===== src/rtl/status_pkg.sv =====
package status_pkg;
  localparam int DATA_W = 8;
  localparam int ADDR_W = 2;
  typedef logic [DATA_W-1:0] byte_t;

  localparam logic [ADDR_W-1:0] A_POLL  = 2'd0;
  localparam logic [ADDR_W-1:0] A_EVT   = 2'd1;
  localparam logic [ADDR_W-1:0] A_MASK  = 2'd2;
  localparam logic [ADDR_W-1:0] A_CAUSE = 2'd3;

  localparam int B_ALARM = 0;
  localparam int B_TRIG  = 1;
  localparam int B_READY = 2;
  localparam int B_SCAN  = 3;
  localparam int B_MAV   = 4;
  localparam int B_SUM   = 5;
  localparam int B_RSV   = 6;
  localparam int B_OVR   = 7;
endpackage


===== src/rtl/sb_level_bits.sv =====
module sb_level_bits
  import status_pkg::*;
#(
  parameter int CNT_W = 8
) (
  input  logic             clk,
  input  logic             rst_n,
  input  logic             alarm_i,
  input  logic             trig_seen_i,
  input  logic             acq_done_i,
  input  logic             trig_cfg_wr_i,
  input  logic             busy_i,
  input  logic [CNT_W-1:0] scan_count_i,
  input  logic             outq_empty_i,
  input  logic             overrun_i,
  input  logic             buf_reset_i,
  output byte_t            lvl_byte_o
);
  logic trig_q;
  logic ovr_q;
  logic buf_empty;

  assign buf_empty = (scan_count_i == '0);

  // Trigger latch: a new trigger beats a same-cycle clear.
  always_ff @(posedge clk) begin
    if (!rst_n)                            trig_q <= 1'b0;
    else if (trig_seen_i)                  trig_q <= 1'b1;
    else if (acq_done_i || trig_cfg_wr_i)  trig_q <= 1'b0;
  end

  // Overrun latch: cleared by an empty buffer or a buffer reset.
  always_ff @(posedge clk) begin
    if (!rst_n)                         ovr_q <= 1'b0;
    else if (overrun_i)                 ovr_q <= 1'b1;
    else if (buf_empty || buf_reset_i)  ovr_q <= 1'b0;
  end

  always_comb begin
    lvl_byte_o          = '0;
    lvl_byte_o[B_ALARM] = alarm_i;
    lvl_byte_o[B_TRIG]  = trig_q;
    lvl_byte_o[B_READY] = ~busy_i;
    lvl_byte_o[B_SCAN]  = ~buf_empty;
    lvl_byte_o[B_MAV]   = ~outq_empty_i;
    lvl_byte_o[B_OVR]   = ovr_q;
  end

  assert_trig_hold_R3: assert property (@(posedge clk) disable iff (!rst_n)
    (trig_q && !acq_done_i && !trig_cfg_wr_i) |=> trig_q);

  assert_trig_set_R3: assert property (@(posedge clk) disable iff (!rst_n)
    trig_seen_i |=> lvl_byte_o[B_TRIG]);

  assert_ovr_clear_R5: assert property (@(posedge clk) disable iff (!rst_n)
    ((scan_count_i == '0 || buf_reset_i) && !overrun_i) |=> !lvl_byte_o[B_OVR]);

  assert_ovr_set_R5: assert property (@(posedge clk) disable iff (!rst_n)
    overrun_i |=> ovr_q);
endmodule


===== src/rtl/sb_event_regs.sv =====
module sb_event_regs
  import status_pkg::*;
#(
  parameter int ERR_BIT = 4
) (
  input  logic  clk,
  input  logic  rst_n,
  input  byte_t evt_pulse_i,
  input  byte_t cause_pulse_i,
  input  logic  mask_wr_i,
  input  byte_t mask_wdata_i,
  input  logic  clr_all_i,
  input  logic  clr_cause_i,
  output byte_t esr_o,
  output byte_t mask_o,
  output byte_t cause_o,
  output logic  summary_o
);
  byte_t esr_q, mask_q, cause_q;
  byte_t esr_set, esr_clr;

  always_comb begin
    esr_set          = evt_pulse_i;
    esr_set[ERR_BIT] = evt_pulse_i[ERR_BIT] | (|cause_pulse_i);
    esr_clr          = '0;
    if (clr_all_i)        esr_clr = '1;
    else if (clr_cause_i) esr_clr[ERR_BIT] = 1'b1;
  end

  // Set pulses win over a clear in the same cycle.
  always_ff @(posedge clk) begin
    if (!rst_n) begin
      esr_q   <= '0;
      mask_q  <= '0;
      cause_q <= '0;
    end else begin
      esr_q   <= (esr_q & ~esr_clr) | esr_set;
      cause_q <= (clr_cause_i ? '0 : cause_q) | cause_pulse_i;
      if (mask_wr_i) mask_q <= mask_wdata_i;
    end
  end

  assign esr_o     = esr_q;
  assign mask_o    = mask_q;
  assign cause_o   = cause_q;
  assign summary_o = |(esr_q & mask_q);

  assert_esr_sticky_R7: assert property (@(posedge clk) disable iff (!rst_n)
    (!clr_all_i && !clr_cause_i) |=> ((esr_q & $past(esr_q)) == $past(esr_q)));

  assert_esr_clrall_R7: assert property (@(posedge clk) disable iff (!rst_n)
    (clr_all_i && evt_pulse_i == '0 && cause_pulse_i == '0) |=> (esr_q == '0));

  assert_cause_clear_R8: assert property (@(posedge clk) disable iff (!rst_n)
    (clr_cause_i && !clr_all_i && evt_pulse_i == '0 && cause_pulse_i == '0)
      |=> (cause_q == '0 && !esr_q[ERR_BIT]));
endmodule


===== src/rtl/status_byte_unit.sv =====
module status_byte_unit
  import status_pkg::*;
#(
  parameter int CNT_W   = 8,
  parameter int ERR_BIT = 4
) (
  input  logic                    clk,
  input  logic                    rst_n,
  input  logic                    alarm_i,
  input  logic                    trig_seen_i,
  input  logic                    acq_done_i,
  input  logic                    trig_cfg_wr_i,
  input  logic                    busy_i,
  input  logic [CNT_W-1:0]        scan_count_i,
  input  logic                    outq_empty_i,
  input  logic                    overrun_i,
  input  logic                    buf_reset_i,
  input  logic [DATA_W-1:0]       evt_pulse_i,
  input  logic [DATA_W-1:0]       cause_pulse_i,
  input  logic                    reg_wr_i,
  input  logic                    reg_rd_i,
  input  logic [ADDR_W-1:0]       reg_addr_i,
  input  logic [DATA_W-1:0]       reg_wdata_i,
  output logic [DATA_W-1:0]       reg_rdata_o,
  output logic [DATA_W-1:0]       poll_byte_o
);
  byte_t lvl_byte, esr_w, mask_w, cause_w;
  logic  summary_w;
  logic  mask_wr, clr_all, clr_cause;

  assign mask_wr   = reg_wr_i && (reg_addr_i == A_MASK);
  assign clr_all   = reg_rd_i && (reg_addr_i == A_EVT);
  assign clr_cause = reg_rd_i && (reg_addr_i == A_CAUSE);

  sb_level_bits #(.CNT_W(CNT_W)) u_lvl (
    .clk           (clk),
    .rst_n         (rst_n),
    .alarm_i       (alarm_i),
    .trig_seen_i   (trig_seen_i),
    .acq_done_i    (acq_done_i),
    .trig_cfg_wr_i (trig_cfg_wr_i),
    .busy_i        (busy_i),
    .scan_count_i  (scan_count_i),
    .outq_empty_i  (outq_empty_i),
    .overrun_i     (overrun_i),
    .buf_reset_i   (buf_reset_i),
    .lvl_byte_o    (lvl_byte)
  );

  sb_event_regs #(.ERR_BIT(ERR_BIT)) u_evt (
    .clk           (clk),
    .rst_n         (rst_n),
    .evt_pulse_i   (evt_pulse_i),
    .cause_pulse_i (cause_pulse_i),
    .mask_wr_i     (mask_wr),
    .mask_wdata_i  (reg_wdata_i),
    .clr_all_i     (clr_all),
    .clr_cause_i   (clr_cause),
    .esr_o         (esr_w),
    .mask_o        (mask_w),
    .cause_o       (cause_w),
    .summary_o     (summary_w)
  );

  always_comb begin
    poll_byte_o        = lvl_byte;
    poll_byte_o[B_SUM] = summary_w;
    poll_byte_o[B_RSV] = 1'b0;
  end

  always_comb begin
    case (reg_addr_i)
      A_POLL:  reg_rdata_o = poll_byte_o;
      A_EVT:   reg_rdata_o = esr_w;
      A_MASK:  reg_rdata_o = mask_w;
      default: reg_rdata_o = cause_w;
    endcase
  end

  assert_mask_zero_R6: assert property (@(posedge clk) disable iff (!rst_n)
    (reg_wr_i && reg_addr_i == A_MASK && reg_wdata_i == '0) |=> !poll_byte_o[B_SUM]);

  assert_poll_read_quiet_R9: assert property (@(posedge clk) disable iff (!rst_n)
    (reg_rd_i && reg_addr_i == A_POLL && evt_pulse_i == '0 && cause_pulse_i == '0)
      |=> (esr_w == $past(esr_w) && cause_w == $past(cause_w)));

  assert_mask_hold_R6: assert property (@(posedge clk) disable iff (!rst_n)
    !(reg_wr_i && reg_addr_i == A_MASK) |=> $stable(mask_w));

  assert_rsv_low_R1: assert property (@(posedge clk) disable iff (!rst_n)
    $rose(esr_w[B_RSV]) |-> !poll_byte_o[B_RSV]);
endmodule


===== config.mk =====
export PLATFORM = sky130hd
export DESIGN_NAME = status_byte_unit
export DESIGN_NICKNAME = d
export VERILOG_FILES = /design/src/rtl/status_pkg.sv /design/src/rtl/sb_level_bits.sv /design/src/rtl/sb_event_regs.sv /design/src/rtl/status_byte_unit.sv
export SDC_FILE = /design/constraint.sdc
export NUM_CORES = 1
export LEC_CHECK = 0
export ABC_AREA = 1
export BUFFER_PORTS_ARGS = -buffer_cell sky130_fd_sc_hd__buf_2
export CAP_MARGIN = 40
export CORE_AREA = 3 3 59 61
export CTS_BUF_LIST = sky130_fd_sc_hd__clkbuf_4
export DETAILED_ROUTE_END_ITERATION = 16
export DIE_AREA = 0 0 62 64
export PLACE_DENSITY = 0.73
export REMOVE_ABC_BUFFERS = 1
export SLEW_MARGIN = 40
export SYNTH_ARGS = -nofsm -noshare
export SYNTH_HDL_FRONTEND = slang
export SYNTH_SLANG_ARGS = --single-unit

===== constraint.sdc =====
create_clock -name clk -period 0.8 [get_ports clk]
set_input_delay 0 -clock clk [delete_from_list [all_inputs] [get_ports clk]]
set_output_delay 0 -clock clk [all_outputs]
set_load 0.005 [all_outputs]

* Yosys cells after proc, flatten, opt, wreduce, memory -nomap -nowiden
Index checks and enable logic that the tools add are counted.
W data, S select, Z words.
** Operators by class
- $add $sub $neg :: 0
- Multipliers :: 0
- Div/mod/pow operators :: 0
- $lt $le $gt $ge :: 0
- Eq/ne operators :: 3
- Shifts and indexed selects :: 0
- Multiplexer cells :: 10
- Bitwise operators :: 9
- Reductions and logical operators :: 11
** Operator list (count)
- $pmux W8 S3 :: 1
- $and A8 B8 Y8 :: 2
- $or A8 B8 Y8 :: 2
- $reduce_or A8 Y1 :: 2
- $logic_not A8 Y1 :: 1
- $mux W8 :: 1
- $not A8 Y8 :: 1
- $mux W1 :: 6
- $eq A2 B2 Y1 const B :: 2
- $mux W4 :: 1
- $reduce_bool A2 Y1 :: 2
- $logic_and A1 B1 Y1 :: 3
- $mux W3 :: 1
- $not A1 Y1 :: 3
- $eq A2 B1 Y1 const B :: 1
- $logic_not A2 Y1 :: 1
- $logic_or A1 B1 Y1 :: 2
- $or A1 B1 Y1 :: 1
** Storage, ports and cells
- Bits in registers :: 26
- Bits in latches :: 0
- Bits in writable memories :: 0
- Memory bits (read-only) :: 0
- Input bits :: 46
- Output and inout port bits :: 16
- Memories :: 0

* Longest topological paths before layout
- Depth in word-level cells :: 7
- Gate-level depth with buffers :: 6
- Mapped depth without buffers :: 6

* Hierarchy
From an unflattened synthesis, not the netlist that was laid out.
** Unflattened totals
- Cell total of the unflattened synthesis :: 186
- Area, all modules :: 1316.3 um^2
** By module, submodules not included
- sb_event_regs :: times used 1, cells each 106, area each 834.6 um^2, seq. area each 480.5 um^2
- status_byte_unit :: times used 1, cells each 54, area each 324.1 um^2, seq. area each 0.0 um^2
- sb_level_bits :: times used 1, cells each 26, area each 157.7 um^2, seq. area each 40.0 um^2

* Worst setup path after synthesis
Ideal clock, no wire load.
- Path type :: register to register
- From :: reg u_evt.esr_q[4], in the netlist u_evt.esr_o[4]
- To :: reg u_evt.esr_q[4], in the netlist u_evt.esr_o[4]
- Library setup time :: 0.117 ns
- Data arrival time :: 0.569 ns
- Required time :: 0.683 ns
- Slack :: 0.114 ns
- Stages on the path, launching flop included :: 5
- Path buffers :: 0
- Cell sequence :: dfxtp_1 nand2_1 nand3_1 nor3_1 nor2_1
** On the way
- Longest elaborated chain between the ends :: 2
** RTL lines
- start: declaration :: line sb_event_regs.sv:19 : byte_t esr_q, mask_q, cause_q;
- start signal: assignment :: line sb_event_regs.sv:37 : esr_q <= (esr_q & ~esr_clr) | esr_set;
- $and A8 B8 Y8 :: line sb_event_regs.sv:37
- $or A8 B8 Y8 :: line sb_event_regs.sv:37
No other way between the ends.
A chain may end at the register's enable or synchronous reset.

* Worst setup path after layout
- From :: reg u_evt.esr_q[5], in the netlist u_evt.esr_o[5]
- To :: out reg_rdata_o[5]
** On the way
- Longest elaborated chain between the ends :: 3
** RTL lines
- $and A8 B8 Y8 :: line sb_event_regs.sv:46 : assign summary_o = |(esr_q & mask_q);
- $reduce_or A8 Y1 :: line sb_event_regs.sv:46
- $pmux W8 S3 * :: line status_byte_unit.sv:72 : case (reg_addr_i)
- end: declaration :: line status_byte_unit.sv:24 : output logic [DATA_W-1:0] reg_rdata_o,
Mark *: on every way between the ends. The rest lies on a longest branch, timed or not.

==> results.sh <==
export IMPL_final_fill_count=276
export IMPL_postSynth_asyncResetShare=0
export IMPL_ir_worst_vdd_mv=1.14
export IMPL_critPathMostFrequentCell="sky130_fd_sc_hd__nand2_1"
export IMPL_total_power_w=0.00269
export IMPL_run_status="finished with violations"
export IMPL_initial_antenna_violation_count=0
export IMPL_critical_path_required_ns=0.80
export IMPL_leakage_nw=0.995
export IMPL_detail_route_vias_per_cell=4.71
export IMPL_ys_types=22
export IMPL_detailed_place_hpwl_mm=2.68
export IMPL_postSynthRegisterBits=26
export IMPL_ff2ff_path_depth=4
export IMPL_worstSetupPathType="flip-flop to primary output"
export IMPL_holdCritPathClass="primary input to flip-flop"
export IMPL_initial_core_utilization=0.405
export IMPL_setup_violations_final=10
export IMPL_drt_iter0_markers=77
export IMPL_floorplan_rows=20
export IMPL_power_density_mw_per_mm2=1280
export IMPL_rsz0062_at_grt="yes"
export IMPL_grt_usage=0.203
export IMPL_seq_area_um2=542
export IMPL_post_route_cells_drive_above_1_share=0.434
export IMPL_multi_input_area_um2=648
export IMPL_finalWorstPathRequiredPeriod_ns=1.21
export IMPL_synthCells=178
export IMPL_cts_buffers_inserted=3
export IMPL_synth_area_mm2=0.00122
export IMPL_cp_start_kind="flip-flop"
export IMPL_crit_path_cell_trace="nand2_1, nand2_1, nor2_1, nand2_1, nand2_1, nand3_1, buf_2"
export IMPL_die_x_um=62
export IMPL_clock_fmax_ghz=0.826
export IMPL_worstSetupEndpointType="primary output"
export IMPL_final_cell_area_mm2=0.00210
export IMPL_grt_pass1_wl_mm=6.04
export IMPL_worst_hold_path_depth=5
export IMPL_critPathMaxStageDelay_ns=0.36
export IMPL_max_cap_violations=0
export IMPL_detailroute_via_count=1521
export IMPL_detail_route_antenna_nets=0
export IMPL_max_clock_path_buffers=2
export IMPL_num_nets_final=327
export IMPL_die_area_mm2=0.00397
export IMPL_critical_path_peak_fanout=3
export IMPL_layout_worst_path_cycle_share=1.51
export IMPL_post_synth_most_frequent_cells="sky130_fd_sc_hd__nand2_1 (48), sky130_fd_sc_hd__dfxtp_1 (26), sky130_fd_sc_hd__a21oi_1 (24)"
export IMPL_final_hold_violation_count=0
export IMPL_grt_pass1_vias=1369
export IMPL_routedWlPerCell_um=12.2
export IMPL_violations="negative setup slack"
export IMPL_synth_ff_type="sky130_fd_sc_hd__dfxtp_1"
export IMPL_worst_endpoint_arrival_ns=1.21
export IMPL_syn_to_final_growth_pct=71.5
export IMPL_drt_drc_violations_left=0
export IMPL_synth_seq_area_share=0.425
export IMPL_boundaryPins=62
export IMPL_most_frequently_used_cell_type_in_the_post_synthesis_netlist="sky130_fd_sc_hd__nand2_1"
export IMPL_timing_final_ws_setup_ns=-0.410
export IMPL_remaining_global_route_overflow=0
export IMPL_layout_core_utilization=0.694
export IMPL_finClkSkew_ns=0
export IMPL_cp_slowest_cell="sky130_fd_sc_hd__dfxtp_2"
export IMPL_synth_top_cells_by_area="sky130_fd_sc_hd__dfxtp_1 (42%), sky130_fd_sc_hd__nand2_1 (15%), sky130_fd_sc_hd__a21oi_1 (9.8%)"
export IMPL_tritoncts="built"
export IMPL_cell_area_after_placement_mm2=0.00164
export IMPL_chipHeight_um=64
export IMPL_antenna_cells=0
export IMPL_clk_transition_reported_paths_ns=0.13
export IMPL_grt_max_degree=19
export IMPL_cts_root_buf="sky130_fd_sc_hd__clkbuf_4"
export IMPL_drt_first_pass_iters=4
export IMPL_buffers_added_on_ports=60
export IMPL_clock_sinks=26
export IMPL_routability_driven_placement_congestion_ratio=0.854
export IMPL_largest_area_contributor_in_the_netlist="sky130_fd_sc_hd__dfxtp_1"
export IMPL_core_area_mm2=0.00303
export IMPL_edff_count_synth=0
export IMPL_cts_max_level=1
export IMPL_ys_warnings_count=0
export IMPL_final_routed_wirelength_mm=3.94
export IMPL_insertion_delay_ns=0.31
export IMPL_drv_slew=0
export IMPL_post_synth_top_area_fraction=0.425
export IMPL_postSynthAreaPerCell_um2=6.88
==> per-layer routing <==
layer | GRT usage | vias to the layer above | wire, µm
met1 | 0.258 | 686 | 1600
met4 | 0.0477 | 0 | 70
met5 | 0 | - | 0
li1 | - | 771 | -
met3 | 0.0485 | 7 | 259
met2 | 0.338 | 57 | 2010
==> area by class of cell <==
class	count	share of cell area
repair buffers	105	0.359
multi-input cells	124	0.309
flip-flops and latches	26	0.258
inverters	21	0.0375
well taps	44	0.0262
clock buffers	3	0.0107
==> flip-flops by register name, indices dropped and copies added, names as in the netlist <==
register / count
u_lvl.trig_q: 1
u_evt.cause_o: 8
u_lvl.ovr_q: 1
u_evt.mask_o: 8
u_evt.esr_o: 8
==> where the power goes <==
group          internal (W)  switching [W]
clock network      0.000177       0.000364
logic              0.000396       0.000314
registers           0.00139      0.0000534
total               0.00196       0.000731
==> repair_timing <==
| item | CTS | global route |
|---|---|---|
| gates resized for setup | 23 | 25 |
| hold buffers | 30 | 3 |
| endpoints found under the setup margin | 11 | 23 |
| setup buffers | 0 | 2 |
| hold endpoints to repair | 26 | 2 |
| pin swaps | 12 | 10 |
==> through the flow <==
step                hold WS [ns]  setup slack (ns)  setup TNS (ns)  instances
finish                    0.0106            -0.410           -2.58        323
global route              0.0181            -0.493           -3.27        323
CTS                       0.0101            -0.379           -2.56        321
detailed placement         0.195            -0.103           -1.36        288
global placement           0.196           -0.0906          -0.934        288
floorplan                      0             0.106               0        171
==> worst max-delay path, delay by kind of cell, from the launching register on <==
family                 cells  cell delay (ns)
AND/OR/NAND/NOR            6             0.39
buffers and inverters      1             0.12
flip-flops                 1             0.36
==> cells by family (layout without fill, tap and decap cells) <==
kind of cell    after synthesis  after routing  synth area share
simple gates                 82             82             0.279
buf+inv                      28            129             0.108
compound gates               41             41             0.185
flops                        26             26             0.425
other cells                   1              1           0.00306
==> final timing paths <==
check | startpoint | endpoint | slack, ns
setup / recovery | u_evt.esr_o[5] | reg_rdata_o[5] | -0.41
hold / removal | cause_pulse_i[2] | u_evt.esr_o[4] | 0.01
setup reg to reg | u_evt.esr_o[6] | u_evt.esr_o[6] | -0.02
hold reg to reg | u_evt.cause_o[6] | u_evt.cause_o[6] | 0.47
==> layout by cell type (no fill, tap or decap) <==
cell                            netlist  final
sky130_fd_sc_hd__nand3b_1             1      1
sky130_fd_sc_hd__nand2_2              2      8
sky130_fd_sc_hd__o21ai_0             11      9
sky130_fd_sc_hd__clkbuf_4             0      3
sky130_fd_sc_hd__inv_2                1      6
sky130_fd_sc_hd__inv_1               19     14
sky130_fd_sc_hd__nand3_1              3      1
sky130_fd_sc_hd__o2111ai_2            0      5
sky130_fd_sc_hd__nor2_4               1      1
sky130_fd_sc_hd__buf_2                1     58
sky130_fd_sc_hd__nand3_2              1      3
sky130_fd_sc_hd__nand4_1              1      1
sky130_fd_sc_hd__o21ai_2              0      1
sky130_fd_sc_hd__a21oi_1             24     23
sky130_fd_sc_hd__o21ai_1              0      1
sky130_fd_sc_hd__dfxtp_1             26      9
sky130_fd_sc_hd__o211ai_1             1      1
sky130_fd_sc_hd__buf_12               0      1
sky130_fd_sc_hd__dfxtp_2              0     17
sky130_fd_sc_hd__nand2_1             48     42
sky130_fd_sc_hd__buf_6                1      5
sky130_fd_sc_hd__clkinv_1             1      1
sky130_fd_sc_hd__nor2_2               0      1
sky130_fd_sc_hd__buf_4                5      9
sky130_fd_sc_hd__nor3b_2              0      1
sky130_fd_sc_hd__conb_1               1      1
sky130_fd_sc_hd__a21oi_2              0      1
sky130_fd_sc_hd__dlygate4sd3_1        0     32
sky130_fd_sc_hd__nor2_1              23     22
sky130_fd_sc_hd__nor3_2               0      1
(Power assumes the default switching activity.)
